<file path="src/rtl/updown_ctr.sv">
module updown_ctr #(
  parameter int WIDTH = 4
) (
  input  logic             clk,
  input  logic             rst_n,
  input  logic             clr,
  input  logic             dir_up,
  input  logic             dir_dn,
  output logic [WIDTH-1:0] cnt_q,
  output logic             tc_up,
  output logic             tc_dn
);
  localparam logic [WIDTH-1:0] ALL_ONE = '1;
  localparam logic [WIDTH-1:0] ONE     = WIDTH'(1);

  logic             go_up, go_dn;
  logic             core_ld, core_inc;
  logic [WIDTH-1:0] core_din;

  assign go_up    = dir_up & ~dir_dn;
  assign go_dn    = dir_dn & ~dir_up;

  assign core_inc = go_up;
  assign core_ld  = go_dn;
  assign core_din = cnt_q - ONE;

  always_ff @(posedge clk or negedge rst_n) begin
    if (!rst_n)        cnt_q <= '0;
    else if (clr)      cnt_q <= '0;
    else if (core_ld)  cnt_q <= core_din;
    else if (core_inc) cnt_q <= cnt_q + ONE;
  end

  assign tc_up = go_up & (cnt_q == ALL_ONE);
  assign tc_dn = go_dn & (cnt_q == '0);
endmodule


</file>
<file path="config.mk">
export PLATFORM = sky130hd
export DESIGN_NAME = updown_ctr
export DESIGN_NICKNAME = d
export VERILOG_FILES = /design/src/rtl/updown_ctr.sv
export SDC_FILE = /design/constraint.sdc
export NUM_CORES = 1
export LEC_CHECK = 0
export BUFFER_PORTS_ARGS = -buffer_cell sky130_fd_sc_hd__buf_2
export CORE_AREA = 4 4 41 43
export DETAILED_ROUTE_END_ITERATION = 10
export DIE_AREA = 0 0 45 47
export GPL_ROUTABILITY_DRIVEN = 0
export SYNTH_ARGS = -nofsm -noshare
export SYNTH_HDL_FRONTEND = slang
export SYNTH_SLANG_ARGS = --single-unit
</file>
<file path="constraint.sdc">
create_clock -name clk -period 2.4 [get_ports clk]
set_input_delay 0.48 -clock clk [delete_from_list [all_inputs] [get_ports clk]]
set_output_delay 0.48 -clock clk [all_outputs]
set_load 0.05 [all_outputs]
</file>
==> flow_metrics.env <==
export IMPL_largest_register_ffs=4
export IMPL_relSlewSlack_pct=75.26
export IMPL_cts_htree_levels=1
export IMPL_rows=13
export IMPL_synthCells=42
export IMPL_yosysTopAreaCell="dfrtp_1"
export IMPL_finalCritPeriodShare_pct=88.10
export IMPL_synthFlopType="dfrtp_1"
export IMPL_period_minus_slack_ns=2.114
export IMPL_cts_setup_buffers=0
export IMPL_syn_nets=49
export IMPL_fin_skew_ns=0.0008251
export IMPL_grt_pass1_vias=361
export IMPL_synthArstFlopShare_pct=100.0
export IMPL_cts_resized=0
export IMPL_design_area_sq_um=466.7
export IMPL_drv_slew=0
export IMPL_route_detailed_drc=0
export IMPL_grt_max_degree=10
export IMPL_placed_cell_area_sq_um=444.2
export IMPL_overflow=0
export IMPL_setup_viol=0
export IMPL_hold_class="input port to asynchronous set/reset pin"
export IMPL_timing_final_hold_violations=0
export IMPL_cts_root_buf="clkbuf_4"
export IMPL_cts_sinks=4
export IMPL_drive_gt1_share_pct=35.19
export IMPL_worstMarginPinSlew_ns=0.3618
export IMPL_via_per_inst=5.290
export IMPL_synth_edf_count=0
export IMPL_routed_wl_um=886
export IMPL_die_x_um=45
export IMPL_grt_use_total_pct=10.55
export IMPL_status="finished, final reports clean"
export IMPL_critPathKind="flop to output pin"
export IMPL_synthToLayoutAreaGrowth_pct=25.17
export IMPL_n_antenna_cell=0
export IMPL_nets=63
export IMPL_drv_cap=0
export IMPL_postSynthAreaPerCell_sq_um=8.878
export IMPL_antenna_found_initial=0
export IMPL_synth_cell_types=29
export IMPL_ys_ff_latch=4
export IMPL_hpwl_um=678
export IMPL_cp_required_ns=1.92
export IMPL_cts_hold_fix_buffers=0
export IMPL_worst_setup_path_end_kind="output pin"
export IMPL_clock_latency_ns=0.23
export IMPL_synth_seq_area_share_pct=26.85
export IMPL_die_area_sq_mm=0.002115
export IMPL_synth_area_leaders="dfrtp_1, ha_1, nor4b_4"
export IMPL_yosys_warnings=0
export IMPL_max_freq_ghz=0.4730
export IMPL_p_per_area_mw_per_mm2=610.4
export IMPL_cts_buffers=3
export IMPL_peakVddDrop_mv=0.2861
export IMPL_grt_pass1_wl_mm=1.545
export IMPL_reg_top3="cnt_q (4)"
export IMPL_finalSetupTns_ns=0
export IMPL_drt_pre_antenna_iters=2
export IMPL_synth_top_area_share_pct=26.85
export IMPL_clkTransAtPathRegs_ns=0.04
export IMPL_regMostFlops="cnt_q"
export IMPL_cp_arrival_ns=1.63
export IMPL_drt_initial_drc_count=3
export IMPL_synth_area_sq_um=372.9
export IMPL_power_leakage_nw=0.2239
export IMPL_cp_max_fo=9
export IMPL_vias=365
export IMPL_start_kind="flop"
export IMPL_ant_nets=0
export IMPL_ios=11
export IMPL_die_y_um=47
export IMPL_portBuffers=10
export IMPL_clk_path_buf_depth=2
export IMPL_wl_per_cell_um=12.84
export IMPL_floorplan_initialDensity_pct=28.65
export IMPL_rsz0062_at_grt="no"
export IMPL_cts_tree="built"
export IMPL_core_area_sq_mm=0.001301
export IMPL_fillers=151
final timing paths:
path / from / end / slack, ns / depth (start not counted)
setup / recovery: cnt_q[1]$_DFFE_PN0P_ / tc_dn / 0.29 / 3
setup reg to reg: cnt_q[1]$_DFFE_PN0P_ / cnt_q[2]$_DFFE_PN0P_ / 0.66 / 5
max in group asynchronous: rst_n / cnt_q[2]$_DFFE_PN0P_ / 2.23 / 1
hold reg to reg: cnt_q[0]$_DFFE_PN0P_ / cnt_q[0]$_DFFE_PN0P_ / 0.67 / 2
hold / removal: rst_n / cnt_q[0]$_DFFE_PN0P_ / 0.05 / 1
min in group clk: clr / cnt_q[1]$_DFFE_PN0P_ / 0.50 / 2
worst max-delay path: stages (launching register included):
cell	delay (ns)
dfrtp_1	0.48
or4_1	0.57
nor2_2	0.09
buf_2	0.26
Yosys cell counts (all sizes together), types with 2 or more instances:
cell type / instances
ha: 2
or4: 2
nor2: 4
inv: 3
buf: 3
nor3: 2
nand2: 2
or2b: 2
dfrtp: 4
cell type report:
cell class	instances	area, sq um	area share (%)
Clock buffer	3	22.52	4.826
Inverter	3	11.26	2.413
Multi-Input combinational cell	32	249.0	53.35
Sequential cell	4	100.1	21.45
Tap cell	15	18.77	4.021
Timing Repair Buffer	12	65.06	13.94
through the flow:
step	utilization, %	instances	total power, mW	worst slack [ns]	hold WS [ns]
5_1_grt	35.87	69	0.3120	0.2124	0.03734
3_5_place_dp	34.13	66	0.2051	0.2782	0.2908
3_3_place_gp	34.13	66	0.2038	0.3110	0.2898
6_report	35.87	69	0.2849	0.2857	0.04988
4_1_cts	35.87	69	0.2927	0.2647	0.03951
2_1_floorplan	-	42	0.1794	0.02300	0.1844
logic make-up (layout without fill, tap and decap cells):
family          count (synthesis)  after routing  share of synthesized area [%]
compound gates                  7              7                          14.77
xor+xnor                        2              2                          4.699
fa+ha+maj                       2              2                          6.710
buf+inv                         6             18                          8.725
flops                           4              4                          26.85
mux                             1              1                          2.685
simple gates                   20             20                          35.57
cells in the final DEF (no fill, tap or decap), drive strengths merged, types with 2 or more instances in the layout:
cell	count
dfrtp	4
or2b	2
buf	12
ha	2
inv	3
clkbuf	3
or4	2
nor2	4
nand2	2
nor3	2
where the power goes:
group | switching, mW | internal (mW) | total, mW | leakage [nW]
sequential | 0.0167 | 0.0757 | 0.0924 | 0.0527
clock | 0.0256 | 0.0558 | 0.0814 | 0.0138
combinational | 0.0714 | 0.0397 | 0.111 | 0.157
metal layers:
| layer | vias to the layer above | wire length, um | GRT usage (%) |
|---|---|---|---|
| met3 | 0 | 29 | 4.598 |
| met2 | 5 | 462 | 17.80 |
| li1 | 184 | - | - |
| met4 | 0 | 0 | 5.263 |
| met1 | 176 | 395 | 11.26 |
| met5 | - | 0 | 0 |
(Power assumes the default switching activity.)
